==> src/rtl/gpb_pkg.sv <==
package gpb_pkg;

    localparam int DATA_W = 32;
    localparam int HALF_W = DATA_W / 2;

    typedef enum logic [2:0] {
        SEL_NONE,
        SEL_MASK_LO,
        SEL_MASK_HI,
        SEL_LEVEL,
        SEL_DIR,
        SEL_OEN
    } gpb_sel_e;

    function automatic logic [DATA_W-1:0] live_bits(input int count);
        logic [DATA_W-1:0] m;
        for (int i = 0; i < DATA_W; i++) begin
            m[i] = (i < count);
        end
        return m;
    endfunction

endpackage

==> src/rtl/gpb_decode.sv <==
module gpb_decode
    import gpb_pkg::*;
#(
    parameter int                ADDR_W  = 12,
    parameter logic [ADDR_W-1:0] A_LO    = '0,
    parameter logic [ADDR_W-1:0] A_HI    = '0,
    parameter logic [ADDR_W-1:0] A_LEVEL = '0,
    parameter logic [ADDR_W-1:0] A_DIR   = '0,
    parameter logic [ADDR_W-1:0] A_OEN   = '0
) (
    input  logic [ADDR_W-1:0] addr,
    output gpb_sel_e          sel
);

    always_comb begin
        if (addr == A_LO) begin
            sel = SEL_MASK_LO;
        end else if (addr == A_HI) begin
            sel = SEL_MASK_HI;
        end else if (addr == A_LEVEL) begin
            sel = SEL_LEVEL;
        end else if (addr == A_DIR) begin
            sel = SEL_DIR;
        end else if (addr == A_OEN) begin
            sel = SEL_OEN;
        end else begin
            sel = SEL_NONE;
        end
    end

endmodule

==> src/rtl/gpb_sync.sv <==
module gpb_sync #(
    parameter int WIDTH  = 32,
    parameter int STAGES = 2
) (
    input  logic             clk,
    input  logic             rst_n,
    input  logic [WIDTH-1:0] d,
    output logic [WIDTH-1:0] q
);

    logic [STAGES-1:0][WIDTH-1:0] chain_q;

    always_ff @(posedge clk or negedge rst_n) begin
        if (!rst_n) begin
            chain_q <= '0;
        end else begin
            chain_q <= {chain_q[STAGES-2:0], d};
        end
    end

    assign q = chain_q[STAGES-1];

endmodule

==> src/rtl/gpb_regs.sv <==
module gpb_regs
    import gpb_pkg::*;
#(
    parameter logic [DATA_W-1:0] LIVE = '1
) (
    input  logic              clk,
    input  logic              rst_n,
    input  logic              we,
    input  gpb_sel_e          sel,
    input  logic [DATA_W-1:0] wdata,
    output logic [DATA_W-1:0] out_q,
    output logic [DATA_W-1:0] dir_q,
    output logic [DATA_W-1:0] oen_q
);

    logic [HALF_W-1:0] keep_n;
    logic [DATA_W-1:0] upd_en;
    logic [DATA_W-1:0] upd_val;
    logic [DATA_W-1:0] out_next;

    assign keep_n = ~wdata[DATA_W-1:HALF_W];

    always_comb begin
        upd_en  = '0;
        upd_val = '0;
        unique case (sel)
            SEL_MASK_LO: begin
                upd_en  = {{HALF_W{1'b0}}, keep_n};
                upd_val = {{HALF_W{1'b0}}, wdata[HALF_W-1:0]};
            end
            SEL_MASK_HI: begin
                upd_en  = {keep_n, {HALF_W{1'b0}}};
                upd_val = {wdata[HALF_W-1:0], {HALF_W{1'b0}}};
            end
            default: begin
                upd_en  = '0;
                upd_val = '0;
            end
        endcase
        out_next = ((out_q & ~upd_en) | (upd_val & upd_en)) & LIVE;
    end

    always_ff @(posedge clk or negedge rst_n) begin
        if (!rst_n) begin
            out_q <= '0;
            dir_q <= '0;
            oen_q <= '0;
        end else if (we) begin
            out_q <= out_next;
            if (sel == SEL_DIR) dir_q <= wdata & LIVE;
            if (sel == SEL_OEN) oen_q <= wdata & LIVE;
        end
    end

endmodule

==> src/rtl/gpio_bank.sv <==
module gpio_bank
    import gpb_pkg::*;
#(
    parameter int ADDR_W    = 12,
    parameter int BANK      = 0,
    parameter int PIN_COUNT = 32,
    parameter int SYNC_LEN  = 2
) (
    input  logic              clk,
    input  logic              rst_n,
    input  logic [11:0]       bus_addr,
    input  logic              bus_we,
    input  logic [31:0]       bus_wdata,
    output logic [31:0]       bus_rdata,
    input  logic [31:0]       pin_in,
    output logic [31:0]       pin_out,
    output logic [31:0]       pin_oe
);

    localparam logic [DATA_W-1:0] LIVE    = live_bits(PIN_COUNT);
    localparam logic [ADDR_W-1:0] A_LO    = ADDR_W'(8 * BANK);
    localparam logic [ADDR_W-1:0] A_HI    = ADDR_W'(8 * BANK + 4);
    localparam logic [ADDR_W-1:0] A_LEVEL = ADDR_W'(32'h040 + 4 * BANK);
    localparam logic [ADDR_W-1:0] A_DIR   = ADDR_W'(32'h204 + 32'h40 * BANK);
    localparam logic [ADDR_W-1:0] A_OEN   = ADDR_W'(32'h208 + 32'h40 * BANK);

    gpb_sel_e          sel;
    logic [DATA_W-1:0] out_q;
    logic [DATA_W-1:0] dir_q;
    logic [DATA_W-1:0] oen_q;
    logic [DATA_W-1:0] level;
    logic [DATA_W-1:0] rd_next;
    logic [DATA_W-1:0] rdata_q;

    gpb_decode #(
        .ADDR_W (ADDR_W),
        .A_LO   (A_LO),
        .A_HI   (A_HI),
        .A_LEVEL(A_LEVEL),
        .A_DIR  (A_DIR),
        .A_OEN  (A_OEN)
    ) u_decode (
        .addr(bus_addr),
        .sel (sel)
    );

    gpb_regs #(
        .LIVE(LIVE)
    ) u_regs (
        .clk  (clk),
        .rst_n(rst_n),
        .we   (bus_we),
        .sel  (sel),
        .wdata(bus_wdata),
        .out_q(out_q),
        .dir_q(dir_q),
        .oen_q(oen_q)
    );

    gpb_sync #(
        .WIDTH (DATA_W),
        .STAGES(SYNC_LEN)
    ) u_sync (
        .clk  (clk),
        .rst_n(rst_n),
        .d    (pin_in),
        .q    (level)
    );

    always_comb begin
        unique case (sel)
            SEL_LEVEL: rd_next = level & LIVE;
            SEL_DIR:   rd_next = dir_q;
            SEL_OEN:   rd_next = oen_q;
            default:   rd_next = '0;
        endcase
    end

    always_ff @(posedge clk or negedge rst_n) begin
        if (!rst_n) begin
            rdata_q <= '0;
        end else begin
            rdata_q <= rd_next;
        end
    end

    assign bus_rdata = rdata_q;
    assign pin_out   = out_q;
    assign pin_oe    = dir_q & oen_q;

endmodule

==> config.mk <==
export PLATFORM = sky130hd
export DESIGN_NAME = gpio_bank
export DESIGN_NICKNAME = d
export VERILOG_FILES = /design/src/rtl/gpb_pkg.sv /design/src/rtl/gpb_decode.sv /design/src/rtl/gpb_sync.sv /design/src/rtl/gpb_regs.sv /design/src/rtl/gpio_bank.sv
export SDC_FILE = /design/constraint.sdc
export NUM_CORES = 1
export LEC_CHECK = 0
export CAP_MARGIN = 20
export CORE_UTILIZATION = 50
export DETAILED_ROUTE_END_ITERATION = 7
export DONT_BUFFER_PORTS = 1
export GPL_TIMING_DRIVEN = 0
export PLACE_DENSITY = 0.67
export SYNTH_ARGS = -nofsm -noshare
export SYNTH_HDL_FRONTEND = slang
export SYNTH_SLANG_ARGS = --single-unit
==> constraint.sdc <==
create_clock -name clk -period 1.57 [get_ports clk]
set_clock_uncertainty 0.15 [all_clocks]
set_input_delay 0.3925 -clock clk [delete_from_list [all_inputs] [get_ports clk]]
set_output_delay 0.3925 -clock clk [all_outputs]
set_load 0.03 [all_outputs]
==> run summary, run 1 <==
======================================================================================
Commonest non-fill, non-tap cell in the layout                            sky130_fd_sc_hd__dfrtp_1
Setup crit end kind                                                               flop
Cell type with the highest occurrence count on the critical path          sky130_fd_sc_hd__or4_4
Area of the die                                                             15,700 µm²
Clock Sinks                                                                        192
Maximum number of pins on one net before global-route repair                       193
Ranking of synthesized cells by area                                      sky130_fd_sc_hd__dfrtp_1, sky130_fd_sc_hd__mux2_2, sky130_fd_sc_hd__mux2_4
Number of distinct standard cells referenced by the synthesized netlist             26
Worst r2r src                                                             u_regs.dir_q[13]
Ratio of cells with drive above 1 in the final layout                            43.8%
First-pass DRT Iterations                                                            7
Post-detailed-route count of antenna-violating nets                                  0
Run status                                                                finished with violations
Initial Util                                                                     51.7%
Antenna violations before repair                                                     0
Number of cells on the worst reg-to-reg path                                         5
Via count of the first global-routing pass                                       5,667
TritonCTS buffer count                                                              17
Final number of max-transition violations                                            0
X dimension of the die                                                          125 µm
Syn. warnings                                                                        0
R2R Path End                                                              bus_rdata[13]
Routed len/inst                                                                24.2 µm
Clock root buffer                                                         sky130_fd_sc_hd__clkbuf_16
Row cnt                                                                             44
Slew Limit Headroom                                                              63.3%
Kind of critical path                                                           in2reg
Final WS setup                                                               -0.374 ns
Peak supply drop                                                              0.848 mV
Inserted Diodes                                                                      0
Max-cap check violation count                                                        0
Number of hold violations in the final report                                      192
Via total after detailed routing                                                 5,230
Post-synthesis area per instance                                              14.1 µm²
Hold buffer count at CTS                                                            64
Commonest non-fill, non-tap cells in the layout                           sky130_fd_sc_hd__dfrtp_1, sky130_fd_sc_hd__dlygate4sd3_1, sky130_fd_sc_hd__buf_4
Area taken by flip-flops and latches                                          4800 µm²
Wire length of the first global-routing pass                                 32,900 µm
Worst hold margin                                                            -0.502 ns
# nets final                                                                       774
Post-detailed-route via-to-cell ratio                                             5.87
Number of instances in the synthesized netlist                                     539
Final standard cell utilization of the core                                      73.5%
Count of filler cells inserted in the layout                                       956
Top-Level Pins                                                                     175
Post-synthesis sequential area ratio                                             63.2%
Later-pin clock latency in the skew report                                     0.44 ns
Number of register bits inferred by synthesis                                      192
Slew @ Worst Pin                                                              0.550 ns
GRT Residual Overflow                                                                0
Routed Wire Length                                                           21,600 µm
Netlist area before placement                                                 7600 µm²
Drt first-iter violations                                                          282
TritonCTS clock tree                                                             built
DRC                                                                                 16
Total number of H-tree levels                                                        4
Maximum net fanout on the critical path                                              5
Power per Cell Area                                                         928 nW/µm²
Element type at the critical path start                                      input pin
Static power due to leakage                                                 0.00542 µW
Post-DP HPWL                                                                 12,600 µm
Violations in the final reports                                           design-rule violations, negative hold slack, negative setup slack
Area growth, synth to finish                                                     42.1%
Footprint of the multi-input gates                                            3340 µm²
Floorplan die height                                                            125 µm
Unrepaired setup endpoints after global routing                                    yes
Min cycle time layout                                                          1.94 ns
Worst endpoint required time                                                   1.74 ns
Crit-path slowest cell                                                    sky130_fd_sc_hd__or4_4
Placement-stage worst setup slack                                            -0.912 ns
CORE AREA                                                                   14,700 µm²
Placed cells                                                                       723
Maximum clock frequency                                                      0.514 GHz
Finished Layout Cells                                                              891
Clock-pin transition on the worst setup and hold timing paths                  0.08 ns
Post-synth top area cell                                                  sky130_fd_sc_hd__dfrtp_1
Buffers from clock root to sink, at most                                             2
Arrival time worst endpoint                                                    2.11 ns
Final non-filler cell area                                                  10,800 µm²
Area share of the largest cell type after synthesis                              63.2%
Placed Instance Area                                                          8230 µm²
Worst min-delay path class                                                    in2async
Stage delay of the slowest cell on the critical path                           0.58 ns
Cell Chain, Critical Path                                                 or4_4 -> or4_4 -> buf_6 -> buf_16 -> mux2_4
Final setup viols                                                                   91
Global-route usage over all layers                                               28.4%
Net count of the mapped netlist                                                    618
Port bufs                                                                            0
R2R Setup Slk                                                                  0.13 ns
Global placement routability congestion                                          0.796
Ratio of final minimum period to clock period                                     124%
======================================================================================
-- metrics by stage --
step	total power [µW]	setup TNS [ns]	hold slack (ns)
2_1_floorplan	5300	-55.73	-0.0531
3_3_place_gp	5340	-86.84	-0.0472
3_5_place_dp	5350	-86.34	-0.0486
4_1_cts	10000	-17.26	-0.523
5_1_grt	10300	-23.70	-0.520
6_report	10000	-22.92	-0.502
-- synth_stat cells --
cell type,instances
sky130_fd_sc_hd__dfrtp_1,192
sky130_fd_sc_hd__mux2_2,66
sky130_fd_sc_hd__and2_1,32
sky130_fd_sc_hd__clkbuf_1,32
sky130_fd_sc_hd__mux2_4,30
sky130_fd_sc_hd__and4_1,18
sky130_fd_sc_hd__nor4_1,18
sky130_fd_sc_hd__nor4b_1,18
sky130_fd_sc_hd__a221o_1,17
sky130_fd_sc_hd__inv_1,17
sky130_fd_sc_hd__nand2b_1,16
sky130_fd_sc_hd__nand4_1,16
sky130_fd_sc_hd__nor2_1,16
sky130_fd_sc_hd__o221ai_1,15
sky130_fd_sc_hd__nand3_1,14
sky130_fd_sc_hd__or4_1,4
sky130_fd_sc_hd__buf_6,3
sky130_fd_sc_hd__buf_1,2
sky130_fd_sc_hd__buf_2,2
sky130_fd_sc_hd__nand2_1,2
sky130_fd_sc_hd__nor2b_1,2
sky130_fd_sc_hd__nor3_1,2
sky130_fd_sc_hd__or4b_1,2
sky130_fd_sc_hd__nor3_2,1
sky130_fd_sc_hd__nor3b_1,1
sky130_fd_sc_hd__or4b_2,1
-- routing by layer --
metal	track usage, %	vias to the layer above	share of wire (%)
li1	-	2280	-
met2	47.8	172	50
met1	35.1	2746	42
met4	9.97	0	2.0
met5	0	-	0
met3	8.17	32	6.1
-- power by group --
part	leakage, µW	internal [µW]	switching (µW)	total [µW]
logic	0.00259	230	218	447
clock network	0.000295	2540	1960	4500
registers	0.00253	5040	35.5	5070
-- worst max-delay path by stage --
stage                startpoint               end  slack, ns  cells after the start
floorplan           bus_addr[5]  u_regs.dir_q[10]      -0.83                      6
finish              bus_addr[6]   u_regs.dir_q[7]      -0.37                      5
CTS                 bus_addr[6]   u_regs.dir_q[7]      -0.36                      5
detailed placement  bus_addr[5]   u_regs.dir_q[6]      -0.91                      6
global placement    bus_addr[5]      bus_rdata[8]      -0.95                      5
global route        bus_addr[3]   u_regs.dir_q[1]      -0.37                      5
-- cell type report --
type | instances | area share (%)
Inverter | 17 | 0.591
Clock buffer | 18 | 3.97
Tap cell | 184 | 2.13
Sequential cell | 192 | 44.5
Buffer | 34 | 3.52
Timing Repair Buffer | 142 | 12.8
Clock inverter | 13 | 1.64
Multi-Input combinational cell | 291 | 30.9
-- worst max-delay path: cells and delay by family --
kind / cells / cell delay, ns
buffers and inverters: 2 / 0.32
AND/OR/NAND/NOR: 2 / 1.11
multiplexers: 1 / 0.29
-- cells by family (layout without fill, tap and decap cells) --
family	count (synthesis)	in the layout	share of synthesized area, %
compound gates	32	32	3.97
buf+inv	56	224	3.09
simple gates	163	163	14.0
mux	96	96	15.7
flops	192	192	63.2
-- what timing repair did --
item / in CTS / in global routing
gates resized for setup: 128 / 49
buffers inserted: 47 / 23
cloned: 5 / 3
pin swaps: 22 / 41
setup endpoints to repair: 153 / 117
hold endpoints to repair: 320 / 192
Power figures use the tool's default switching activity.
==> run 2, diff against run 1 <==
Settings changed: CORE_UTILIZATION 50 to 66, CTS_BUF_LIST set to sky130_fd_sc_hd__clkbuf_4 sky130_fd_sc_hd__clkbuf_8, GPL_TIMING_DRIVEN 0 to unset, PLACE_DENSITY 0.67 to 0.84.
==> run 2 against run 1 <==
The run now fails in global routing (5_1_grt). Synthesized area unchanged. Synthesized cell count unchanged.
==> run summary, run 2 <==
======================================================================================
Global-route usage over all layers                                               86.7%
Row cnt                                                                             38   -14%
Number of register bits inferred by synthesis                                      192   unchanged
Placed cells                                                                       662   -8.4%
Dominant cell by count in the synthesized netlist                         sky130_fd_sc_hd__dfrtp_1
Antenna violations before repair                                                     6
Primary FF master, synth                                                  sky130_fd_sc_hd__dfrtp_1
Synth async-reset ratio                                                           100%   unchanged
Netlist area before placement                                                 7600 µm²   unchanged
Net count of the mapped netlist                                                    618   unchanged
GRT Residual Overflow                                                              211
Post-DP HPWL                                                                 11,100 µm   -12%
Number of distinct standard cells referenced by the synthesized netlist             26   unchanged
EDFF count, synth                                                                    0   unchanged
Stopped at                                                                global routing (5_1_grt)
First Error                                                               [ERROR GRT-0232] Routing congestion too high. Check the congestion heatmap in the GUI.
Worst endpoint from the post-global-route timing repair                   u_regs.dir_q[29]$_DFFE_PN0P_/D
Placement-stage worst setup slack                                            -0.809 ns   +0.103 ns
Top cells by count, synth                                                 sky130_fd_sc_hd__dfrtp_1, sky130_fd_sc_hd__mux2_2, sky130_fd_sc_hd__and2_1, sky130_fd_sc_hd__clkbuf_1, sky130_fd_sc_hd__mux2_4
Maximum number of pins on one net before global-route repair                       193
Ranking of synthesized cells by area                                      sky130_fd_sc_hd__dfrtp_1, sky130_fd_sc_hd__mux2_2, sky130_fd_sc_hd__mux2_4
Buffers from clock root to sink, at most                                             2   unchanged
Port bufs                                                                            0   unchanged
Area share of the largest cell type after synthesis                              63.2%   unchanged
Post-synthesis area per instance                                              14.1 µm²   unchanged
Post-synth top area cell                                                  sky130_fd_sc_hd__dfrtp_1
TritonCTS buffer count                                                              17   unchanged
Total number of H-tree levels                                                        4   unchanged
Run status                                                                stopped before the end
Clock Sinks                                                                        192   unchanged
X dimension of the die                                                          109 µm   -13%
Syn. warnings                                                                        0   unchanged
Floorplan die height                                                            109 µm   -13%
Number of instances in the synthesized netlist                                     539   unchanged
Initial Util                                                                     68.9%   +17 points
Clock root buffer                                                         sky130_fd_sc_hd__clkbuf_8
Top-Level Pins                                                                     175   unchanged
Global placement routability congestion                                          0.839   +5.4%
Post-synthesis sequential area ratio                                             63.2%   unchanged
Pin category terminating the worst setup path after the last repair       register data pin
======================================================================================
## run 2: cell counts after synthesis
No cell type changed its count.
## run 2: what timing repair did
| item | in CTS |
|---|---|
| endpoints found under the setup margin | 141 |
| hold endpoints to repair | 332 |
| pin swaps | 29 |
| cloned | 8 |
| hold buffers | 65 |
| setup buffers | 51 |
| resized for setup | 171 |
## run 2: kinds of logic after synthesis
family,Yosys count,share of synthesized area [%]
and+or+nand+nor,163,14.0
muxes,96,15.7
DFF,192,63.2
buffers and inverters,56,3.09
AOI/OAI and AO/OA,32,3.97
## run 2: through the flow
stage	setup TNS (ns)	utilization [%]	area (µm²)
floorplan	-55.73	-	8000
global placement	-59.53	73.6	8120
detailed placement	-63.06	73.6	8120
CTS	-12.96	94.2	10400
## run 2: per-layer routing
| layer | GRT overflow | GRT usage, % |
|---|---|---|
| met5 | 3 | 37.5 |
| met4 | 78 | 94.4 |
| met3 | 2 | 72.9 |
| met2 | 128 | 101 |
| met1 | 0 | 84.1 |
==> run 3, diff against run 2 <==
Settings changed: CORE_UTILIZATION 66 to 40, CTS_BUF_LIST sky130_fd_sc_hd__clkbuf_4 sky130_fd_sc_hd__clkbuf_8 to unset, PLACE_DENSITY 0.84 to unset, PLACE_DENSITY_LB_ADDON set to 0.15.
==> run 3 against run 2 <==
The flow now finishes, with violations (negative hold slack, negative setup slack).
==> run summary, run 3 (synthesis gave the netlist of run 1 again) <==
===============================================================================
Routed Wire Length                                                    20,500 µm
Worst endpoint required time                                            1.73 ns
Worst hold margin                                                     -0.513 ns
Top delay family on crit path                                      simple AND/OR/NAND/NOR gates
CORE AREA                                                            18,600 µm²
Final WS setup                                                        -0.303 ns
Via total after detailed routing                                          5,099
Int Power                                                               7700 µW
Buffers from clock root to sink, at most                                      2   unchanged
Footprint of the multi-input gates                                     3320 µm²
Run status                                                         finished with violations
Cell type with the highest occurrence count on the critical path   sky130_fd_sc_hd__or4_4
GRT Residual Overflow                                                         0
Number of cells on the worst reg-to-reg path                                  4
Worst min-delay path class                                             in2async
Global-route usage over all layers                                        21.5%
Worst path buffer plus inverter count                                         1
DRC                                                                           0
Unrepaired setup endpoints after global routing                             yes
Final setup viols                                                            68
R2R Setup Slk                                                           0.22 ns
Element type at the critical path start                               input pin
Post-DP HPWL                                                          12,000 µm   +8.1%
Crit-path slowest cell                                             sky130_fd_sc_hd__or4_4
Post-detailed-route count of antenna-violating nets                           0
Area of the die                                                      19,600 µm²
Antenna violations before repair                                              1
Relative contribution of the clock network to total power                 45.0%
Sequential Power Share                                                    50.7%
Combinational Power Share                                                  4.3%
Ratio of cells with drive above 1 in the final layout                     43.4%
Net switching fraction of the power                                       22.9%
Min cycle time layout                                                   1.87 ns
Placement-stage worst setup slack                                     -0.827 ns   -0.0184 ns
Drt first-iter violations                                                   201
Kind of critical path                                                    in2reg
Floorplan die height                                                     140 µm   +28%
Violations in the final reports                                    negative hold slack, negative setup slack
Final standard cell utilization of the core                               57.6%
Post-detailed-route via-to-cell ratio                                      5.53
Top-Level Pins                                                              175   unchanged
Slew Limit Headroom                                                       73.7%
Setup crit end kind                                                        flop
Hold buffer count at CTS                                                     64   -1.5%
Row cnt                                                                      50   +32%
Area taken by flip-flops and latches                                   4810 µm²
Area growth, synth to finish                                              41.2%
Commonest non-fill, non-tap cell in the layout                     sky130_fd_sc_hd__dfrtp_1
Arrival time worst endpoint                                             2.04 ns
Finished Layout Cells                                                       922
Clock Sinks                                                                 192   unchanged
First-pass DRT Iterations                                                     4
Global placement routability congestion                                   0.824   -1.8%
Via count of the first global-routing pass                                5,307
TritonCTS buffer count                                                       17   unchanged
X dimension of the die                                                   140 µm   +28%
Peak supply drop                                                       0.689 mV
Commonest non-fill, non-tap cells in the layout                    sky130_fd_sc_hd__dfrtp_1, sky130_fd_sc_hd__dlygate4sd3_1, sky130_fd_sc_hd__mux2_4
Routed len/inst                                                         22.2 µm
# nets final                                                                753
Maximum net fanout on the critical path                                      17
Number of hold violations in the final report                               192
R2R Path End                                                       bus_rdata[13]
Count of filler cells inserted in the layout                              1,500
Stage delay of the slowest cell on the critical path                    0.58 ns
Final number of max-transition violations                                     0
Clock-pin transition on the worst setup and hold timing paths           0.08 ns
Clock root buffer                                                  sky130_fd_sc_hd__clkbuf_16
Cell Chain, Critical Path                                          or4_4 -> or4_4 -> buf_12 -> mux2_4
Ratio of final minimum period to clock period                              119%
Wire length of the first global-routing pass                          31,900 µm
TritonCTS clock tree                                                      built
Power per Cell Area                                                  931 nW/µm²
Initial Util                                                              40.8%   -28 points
Static power due to leakage                                          0.00530 µW
Worst r2r src                                                      u_regs.dir_q[13]
Slew @ Worst Pin                                                       0.394 ns
Total number of H-tree levels                                                 4   unchanged
Maximum clock frequency                                               0.534 GHz
Max-cap check violation count                                                 0
Maximum number of pins on one net before global-route repair                193
Later-pin clock latency in the skew report                              0.44 ns
Placed cells                                                                757   +14%
Port bufs                                                                     0   unchanged
Power spent charging and discharging nets                               2290 µW
Tot Pwr                                                                 9990 µW
===============================================================================
[run 3: worst max path at each step]
stage / start / to / slack [ns] / depth (start not counted)
floorplan: bus_addr[5] / u_regs.dir_q[10] / -0.83 / 6
finish: bus_addr[5] / u_regs.dir_q[11] / -0.30 / 4
CTS: bus_addr[1] / u_regs.dir_q[11] / -0.29 / 4
global placement: bus_addr[1] / u_regs.dir_q[23] / -0.81 / 4
detailed placement: bus_addr[1] / u_regs.dir_q[8] / -0.83 / 4
global route: bus_addr[5] / u_regs.dir_q[1] / -0.32 / 4
[run 3: power by group through the flow]
stage	sequential, µW	clock (µW)	combinational [µW]
2_1_floorplan	5160	0	145
3_3_place_gp	5160	0	161
3_5_place_dp	5170	0	164
4_1_cts	5070	4610	410
5_1_grt	5070	4790	453
6_report	5070	4500	429
[run 3: layer usage]
layer  track usage (%)  share of wire, %  up-vias
li1                  -                 -     2237
met1              27.5                43     2684
met2              35.6                50      159
met3              6.06               6.2       19
met4              6.07               1.0        0
met5                 0                 0        -
[run 3: area by class of cell]
cell class | instances | area share [%]
Timing Repair Buffer | 155 | 15.2
Clock buffer | 17 | 3.96
Sequential cell | 192 | 44.8
Multi-Input combinational cell | 291 | 30.9
Inverter | 17 | 0.594
Tap cell | 234 | 2.73
Antenna cell | 1 | 0.0233
Clock inverter | 15 | 1.78
[run 3: what timing repair did]
action | 4_1_cts | 5_1_grt
gates cloned | 1 | 2
gates resized for setup | 146 | 17
pin swaps | 37 | 14
endpoints found under the setup margin | 98 | 100
endpoints found under the hold margin | 320 | 192
setup buffers | 47 | 21
[run 3: through the flow]
| stage | setup TNS (ns) | area (µm²) |
|---|---|---|
| 2_1_floorplan | -55.73 | 8000 |
| 3_3_place_gp | -56.45 | 8270 |
| 3_5_place_dp | -57.94 | 8270 |
| 4_1_cts | -13.83 | 10500 |
| 5_1_grt | -17.65 | 10700 |
| 6_report | -16.01 | 10700 |
==> run 4, diff against run 3 <==
Settings changed: CAP_MARGIN 20 to unset, SLEW_MARGIN set to 0.
==> results of run 4 <==
Final layout, timing and power as in run 3 (identical DEF).
